`config.mk`:
```
export PLATFORM = sky130hd
export DESIGN_NAME = lockstep_reconfig_seq
export DESIGN_NICKNAME = d
export VERILOG_FILES = /design/src/rtl/lockstep_reconfig_seq.sv
export SDC_FILE = /design/constraint.sdc
export NUM_CORES = 1
export LEC_CHECK = 0
export CAP_MARGIN = 20
export CELL_PAD_IN_SITES_DETAIL_PLACEMENT = 1
export CELL_PAD_IN_SITES_GLOBAL_PLACEMENT = 1
export CORE_UTILIZATION = 33
export DETAILED_ROUTE_END_ITERATION = 8
export PLACE_DENSITY_LB_ADDON = 0.25
export SETUP_SLACK_MARGIN = 0.15
export SYNTH_ARGS = -nofsm -noshare
export SYNTH_HDL_FRONTEND = slang
export SYNTH_SLANG_ARGS = --single-unit
```
`constraint.sdc`:
```
create_clock -name clk -period 4 [get_ports clk]
set_clock_uncertainty 0.2 [all_clocks]
set_input_delay 0.4 -clock clk [delete_from_list [all_inputs] [get_ports clk]]
set_output_delay 0.4 -clock clk [all_outputs]
set_load 0.02 [all_outputs]
```
`src/rtl/lockstep_reconfig_seq.sv`:
```
`timescale 1ns/1ps
module lockstep_reconfig_seq #(
  parameter int DW      = 32,
  parameter int TMO_W   = 16,
  parameter int BLANK_W = 8
) (
  input  logic               clk,
  input  logic               rst_n,
  input  logic [DW-1:0]      cpu_a_out,
  input  logic [DW-1:0]      cpu_b_out,
  input  logic [TMO_W-1:0]   timeout_cycles,
  input  logic [BLANK_W-1:0] blank_cycles,
  input  logic               sanity_pass,
  input  logic               sanity_fail,
  input  logic               manual_restart,
  output logic               run_en,
  output logic               sanity_start,
  output logic               sel_cpu,
  output logic               sel_bus,
  output logic               sel_mem,
  output logic               all_failed,
  output logic [2:0]         combo_idx,
  output logic [1:0]         seq_state
);

  typedef enum logic [1:0] {S_RUN = 2'd0, S_LAUNCH = 2'd1, S_WAIT = 2'd2, S_ISO = 2'd3} st_t;

  localparam logic [TMO_W-1:0]   T_ONE = {{(TMO_W-1){1'b0}}, 1'b1};
  localparam logic [BLANK_W-1:0] B_ONE = {{(BLANK_W-1){1'b0}}, 1'b1};

  st_t               st;
  logic [2:0]        pos;
  logic [3:0]        tried;
  logic [TMO_W-1:0]  tmo_cnt;
  logic [BLANK_W-1:0] blank_cnt;

  logic              mismatch;
  logic [2:0]        sel_cfg;
  logic [TMO_W-1:0]  eff_t;
  logic              expired;

  assign mismatch = cpu_a_out != cpu_b_out;
  assign sel_cfg  = pos ^ {1'b0, pos[2:1]};
  assign eff_t    = (timeout_cycles == '0) ? T_ONE : timeout_cycles;
  assign expired  = ({1'b0, tmo_cnt} + {1'b0, T_ONE}) >= {1'b0, eff_t};

  assign {sel_mem, sel_bus, sel_cpu} = sel_cfg;
  assign run_en       = st == S_RUN;
  assign sanity_start = st == S_LAUNCH;
  assign all_failed   = st == S_ISO;
  assign combo_idx    = pos;
  assign seq_state    = st;

  always_ff @(posedge clk) begin
    if (!rst_n) begin
      st        <= S_RUN;
      pos       <= 3'd0;
      tried     <= 4'd0;
      tmo_cnt   <= '0;
      blank_cnt <= '0;
    end else begin
      case (st)
        S_RUN: begin
          if (blank_cnt != '0) begin
            blank_cnt <= blank_cnt - B_ONE;
          end else if (mismatch) begin
            st    <= S_LAUNCH;
            pos   <= pos + 3'd1;
            tried <= 4'd1;
          end
        end
        S_LAUNCH: begin
          st      <= S_WAIT;
          tmo_cnt <= '0;
        end
        S_WAIT: begin
          if (sanity_pass) begin
            st        <= S_RUN;
            blank_cnt <= blank_cycles;
          end else if (sanity_fail || expired) begin
            if (tried == 4'd8) begin
              st <= S_ISO;
            end else begin
              st    <= S_LAUNCH;
              pos   <= pos + 3'd1;
              tried <= tried + 4'd1;
            end
          end else begin
            tmo_cnt <= tmo_cnt + T_ONE;
          end
        end
        default: begin
          if (manual_restart) begin
            st    <= S_LAUNCH;
            pos   <= pos + 3'd1;
            tried <= 4'd1;
          end
        end
      endcase
    end
  end


  freeze_on_mismatch_chk: assert property (@(posedge clk) disable iff (!rst_n)
    (run_en && mismatch && blank_cnt == '0) |=> (!run_en && seq_state == 2'd1));


  one_select_step_chk: assert property (@(posedge clk) disable iff (!rst_n)
    $rose(sanity_start) |-> ($countones(sel_cfg ^ $past(sel_cfg)) == 1));


  start_single_cycle_chk: assert property (@(posedge clk) disable iff (!rst_n)
    sanity_start |=> (!sanity_start && seq_state == 2'd2));


  pass_resume_chk: assert property (@(posedge clk) disable iff (!rst_n)
    (seq_state == 2'd2 && sanity_pass) |=> (run_en && $stable(sel_cfg)));


  alarm_from_wait_chk: assert property (@(posedge clk) disable iff (!rst_n)
    $rose(all_failed) |-> ($past(seq_state) == 2'd2 && $past(sanity_fail || expired)));


  isolate_hold_chk: assert property (@(posedge clk) disable iff (!rst_n)
    (all_failed && !manual_restart) |=> (all_failed && $stable(combo_idx)));

endmodule

```
Word level (Yosys, flattened, before mapping)
Cells that the tools add are included.
{"block": "word_totals", "out_inout_bits": 11, "regBits": 33}
{"block": "classes", "n_addsub": 5, "n_reduce_logical": 12, "mux": 28, "n_eq_ne": 14, "bitwise_logic": 2, "order_cmp": 1}
{"cell": "$mux 16", "n": 3}
{"cell": "$ne 32x32->1", "n": 1}
{"cell": "$pmux 16 s2", "n": 1}
{"cell": "$mux 4", "n": 6}
{"cell": "$mux 3", "n": 6}
{"cell": "$add 16x1->17 const B", "n": 1}
{"cell": "$ge 17x16->1", "n": 1}
{"cell": "$add 16x1->16 const B", "n": 1}
{"cell": "$logic_not 16->1", "n": 1}
{"cell": "$mux 8", "n": 2}
{"cell": "$pmux 8 s2", "n": 1}
{"cell": "$mux 2", "n": 6}
{"cell": "$ne 2x2->1 const B", "n": 6}
{"cell": "$pmux 4 s3", "n": 1}
{"cell": "$pmux 3 s3", "n": 1}
{"cell": "$reduce_bool 8->1", "n": 1}
{"cell": "$sub 8x1->8 const B", "n": 1}
{"cell": "$reduce_and 7->1", "n": 1}
{"cell": "$pmux 2 s3", "n": 1}
{"cell": "$reduce_and 3->1", "n": 2}
{"cell": "$add 4x1->4 const B", "n": 1}
{"cell": "$eq 2x2->1 const B", "n": 2}
{"cell": "$eq 4x4->1 const B", "n": 1}
{"cell": "$ne 2x1->1 const B", "n": 2}
{"cell": "other kinds (11)", "n": 12}

Depth between registers and ports, before layout
Gate-level depths: netlist (run 1).
{"block": "logic_depth", "depth_word": 7, "ltp_mapped": 14}

Worst setup path before layout (run 1)
No wires, ideal clock.
{"block": "synth_timing", "path_kind": "register to register", "from": "register tmo_cnt[2]", "to": "register tmo_cnt[10]", "period_less_slack_ns": 3.261, "slack_ns": 0.739, "path_stages_with_launch": 14, "arrival_time_ns": 2.990, "n_path_buf": 1, "path_cell_list": "dfxtp_1 > and3_1 > and4_1 > nand4_2 > or3_1 > nand2_1 > ha_1 > a211oi_1 > nand2_1 > a21oi_1 > o211a_2 > buf_1 > nand3_1 > a21oi_1"}
{"block": "synth_via", "elab_chain_len": 5}
{"element": "start, declared", "line_no": "34", "text": "logic [TMO_W-1:0] tmo_cnt;"}
{"element": "start signal, assigned", "line_no": "89", "text": "tmo_cnt <= tmo_cnt + T_ONE;"}
{"element": "$add 16x1->17", "line_no": "45", "text": "assign expired = ({1'b0, tmo_cnt} + {1'b0, T_ONE}) >= {1'b0, eff_t};"}
{"element": "$ge 17x16->1", "line_no": "45"}
{"element": "$logic_or 1x1->1", "line_no": "80", "text": "end else if (sanity_fail || expired) begin"}
{"element": "$ne 2x2->1 (no line)"}
{"element": "$reduce_and 3->1 (no line)"}
Several ways; a longest one is shown, not always the timed one. The select of a mux whose other input is x is not followed.
A chain may end at the register's enable or synchronous reset.

Final worst setup path (run 1)
{"block": "layout_timing", "from": "register tmo_cnt[3]", "to": "register st[0] (netlist: seq_state[0])"}
{"block": "layout_via", "elab_chain_len": 5}
{"element": "$add 16x1->17", "line_no": "45"}
{"element": "$ge 17x16->1", "line_no": "45"}
{"element": "$logic_or 1x1->1", "line_no": "80"}
{"element": "$ne 3x3->1 (no line)"}
{"element": "$reduce_and 4->1 (no line)"}
{"element": "end signal, assigned", "line_no": "78", "text": "st <= S_RUN;"}
{"element": "end signal, assigned", "line_no": "82", "text": "st <= S_ISO;"}
{"element": "end signal, assigned", "line_no": "84", "text": "st <= S_LAUNCH;"}
{"element": "end, declared", "line_no": "31", "text": "st_t st;"}
No other way between the ends.

==> results of run 1 <==
-- flip-flops by register name, indices dropped and copies added (netlist names) --
signal / cells
tmo_cnt: 16
seq_state: 2
tried: 4
blank_cnt: 8
combo_idx: 3
-- critical path, delay by kind of cell, from the launching register on --
kind / cells / cell delay, ps
AOI/OAI and AO/OA: 5 / 1310
and+or+nand+nor: 6 / 1340
adders and majority gates: 1 / 250
DFF: 1 / 410
-- metal layers --
metal,global-route usage,up-vias,wire length [um]
li1,-,1595,-
met1,0.2349,1521,3942
met2,0.3900,76,4923
met3,0.04101,7,446
met4,0.03789,0,70
met5,0,-,0
-- cells by family after synthesis --
logic type / after synthesis / share of synthesized area
compound gates: 99 / 0.2304
xor+xnor: 45 / 0.1320
fa+ha+maj: 26 / 0.1089
buf+inv: 45 / 0.06116
flops: 33 / 0.2212
mux: 4 / 0.01508
simple gates: 124 / 0.2313
-- stage by stage --
stage,hold WS (ps),setup WS (ps),util,cell area (sq um),total power [W]
5_1_grt,333.3,102.3,0.4851,4230,0.001751
2_1_floorplan,267.7,739.1,-,2987,0.001058
3_3_place_gp,285.4,326.9,0.4733,4128,0.001331
3_5_place_dp,294.5,197.8,0.4733,4128,0.001371
6_report,309.5,365.8,0.4851,4230,0.001621
4_1_cts,305.3,193.7,0.4828,4210,0.001628
-- how the worst max path moves through the flow --
stage,end,startpoint
floorplan,tmo_cnt[10],tmo_cnt[2]
global placement,seq_state[0],tmo_cnt[2]
detailed placement,seq_state[0],tmo_cnt[2]
CTS,seq_state[0],tmo_cnt[2]
global route,tmo_cnt[13],tmo_cnt[2]
finish,seq_state[0],tmo_cnt[3]
-- cell usage after synthesis, drive strengths merged, types with 2 or more instances --
cell type,n,share of area
nor2b,2,0.0042
and4,3,0.0096
nor4,11,0.033
o211ai,18,0.045
and2,2,0.0042
nand2b,3,0.0063
dfxtp,33,0.22
nand2,31,0.039
a221oi,3,0.0088
nand4,10,0.025
a21oi,33,0.057
a211o,2,0.0059
nand3,25,0.042
o31ai,4,0.012
nor3,6,0.010
or2,2,0.0042
o21ai,14,0.023
clkbuf,9,0.011
or3,2,0.0042
xnor2,25,0.073
a22o,2,0.0059
buf,6,0.012
or4,2,0.0050
xor2,20,0.059
and3,5,0.010
nor2,14,0.018
o32ai,2,0.0059
inv,29,0.036
ha,26,0.11
a211oi,7,0.021
nand3b,3,0.0075
mux2i,3,0.010
-- repair_timing --
action                                 4_1_cts  5_1_grt
endpoints found under the hold margin        0        0
resized for setup                            0        3
setup endpoints to repair                    0       22
buffers inserted                             0        0
-- area by class of cell --
| class | count | area share |
|---|---|---|
| clock buffers | 6 | 0.01715 |
| clock inverters | 2 | 0.002366 |
| inverters | 30 | 0.02662 |
| multi-input cells | 298 | 0.5114 |
| flip-flops and latches | 33 | 0.1562 |
| well taps | 108 | 0.03194 |
| repair buffers | 109 | 0.2544 |
-- report_power, final --
| part | switching, W | internal [W] |
|---|---|---|
| logic | 0.000489 | 0.000422 |
| registers | 0.0000716 | 0.000388 |
| clock network | 0.000129 | 0.000121 |
==> impl_metrics.env, run 1 <==
export IMPL_start_util=0.3425
export IMPL_hold_viol=0
export IMPL_die_area_sq_um=9435
export IMPL_htreeDepth=2
export IMPL_clockBufferDepth=2
export IMPL_antenna_left=0
export IMPL_first_global_vias=3421
export IMPL_gp_congestion=0.7699
export IMPL_die_h_um=97.14
export IMPL_slowest_delay_ps=430
export IMPL_dpl_cell_count=578
export IMPL_r2r_start="tmo_cnt[3]"
export IMPL_grt_max_degree=27
export IMPL_worst_hold_path_type="reg -> reg"
export IMPL_drc=0
export IMPL_worstReg2RegEnd="seq_state[0]"
export IMPL_yosysSeqAreaShare=0.2212
export IMPL_via_per_inst=5.459
export IMPL_final_common_cell="clkdlybuf4s50_1"
export IMPL_worst_pin_slew_ps=567.4
export IMPL_synth_edf_count=0
export IMPL_syn_nets=495
export IMPL_async_flop_share=0
export IMPL_synth_seq_cells=33
export IMPL_fmax_ghz=0.2752
export IMPL_start_kind="flip-flop"
export IMPL_grt_usage=0.2047
export IMPL_grt_pass1_wl_mm=16.03
export IMPL_fillers=1050
export IMPL_min_from="blank_cnt[3]"
export IMPL_ys_warnings_count=0
export IMPL_nets=596
export IMPL_clock_sinks=33
export IMPL_netlist_area_sq_um=2987
export IMPL_final_instance_count_excl_fill=586
export IMPL_ios=104
export IMPL_timing_slew_headroom=0.6188
export IMPL_antenna_found_initial=0
export IMPL_fin_crit_sh=0.9086
export IMPL_cts_tree="yes"
export IMPL_setup_viol=0
export IMPL_crit_chain="and3_1 > and4_1 > nand4_2 > or3_1 > nand2_1 > ha_1 > a211oi_1 > nand2_1 > a21oi_4 > o211a_2 > a211oi_1 > o221a_1"
export IMPL_crit_type="reg -> reg"
export IMPL_num_antenna_cells=0
export IMPL_numCtsBuffers=5
export IMPL_cp_required_ps=3980
export IMPL_core_area_sq_um=8721
export IMPL_holdBufCountCts=0
export IMPL_power_density_nw_per_um2=383.1
export IMPL_synth_flop_cell="dfxtp_1"
export IMPL_wl_per_cell_um=16.01
export IMPL_synth_cell_types=62
export IMPL_cp_arrival_ps=3620
export IMPL_grt_overflow=0
export IMPL_cts_root_buffer="clkbuf_8"
export IMPL_area_growth_pct=41.64
export IMPL_p_leak_nw=1.615
export IMPL_dieWidth_um=97.14
export IMPL_drtPass1Iterations=4
export IMPL_ir_drop_uv=243.3
export IMPL_multiInputGateArea_sq_um=2163
export IMPL_vias=3199
export IMPL_routed_wirelength_mm=9.382
export IMPL_outcome="complete, no violations"
export IMPL_critPathMaxFanout=15
export IMPL_critPathSlowestCell="o211a_2"
export IMPL_hold_path_depth=2
export IMPL_rows=34
export IMPL_cp_end_kind="flip-flop"
export IMPL_dpl_hpwl_mm=7.812
export IMPL_synth_area_per_cell_sq_um=7.943
export IMPL_clkTransAtPathRegs_ps=70
export IMPL_tns_ps=0
export IMPL_drive_gt1_frac=0.05649
export IMPL_rsz0062_at_grt="yes"
export IMPL_syn_inst=376
export IMPL_insertion_delay_ps=290
export IMPL_seqCellArea_sq_um=660.6
export IMPL_hold_end="blank_cnt[3]"
export IMPL_r2r_setup_slack_ps=370
export IMPL_timing_final_crit_period_ps=3634
export IMPL_cap_violations=0
export IMPL_mostFrequentLayoutCells="clkdlybuf4s50_1, dfxtp_1, nand2_1, a21oi_1, inv_1"
export IMPL_drv_slew=0
export IMPL_io_buffers=103
export IMPL_worst_r2r_cell_count=12
export IMPL_drt_iter0_markers=110
Power figures use the tool's default switching activity.
==> run 2: changes to the inputs <==
--- a/config.mk
+++ b/config.mk
@@ -8,6 +8,7 @@
 export CAP_MARGIN = 20
 export CELL_PAD_IN_SITES_DETAIL_PLACEMENT = 1
 export CELL_PAD_IN_SITES_GLOBAL_PLACEMENT = 1
+export CORE_MARGIN = 1
 export CORE_UTILIZATION = 33
 export DETAILED_ROUTE_END_ITERATION = 8
 export PLACE_DENSITY_LB_ADDON = 0.25
==> results of run 2 <==
Same layout as run 1: the final DEF is identical, and so are final timing and power.
==> run 3: changes to the inputs <==
--- a/config.mk
+++ b/config.mk
@@ -5,6 +5,7 @@
 export SDC_FILE = /design/constraint.sdc
 export NUM_CORES = 1
 export LEC_CHECK = 0
+export ABC_CLOCK_PERIOD_IN_PS = 4000
 export CAP_MARGIN = 20
 export CELL_PAD_IN_SITES_DETAIL_PLACEMENT = 1
 export CELL_PAD_IN_SITES_GLOBAL_PLACEMENT = 1
==> results of run 3 <==
Same layout as run 1: the final DEF is identical, and so are final timing and power.
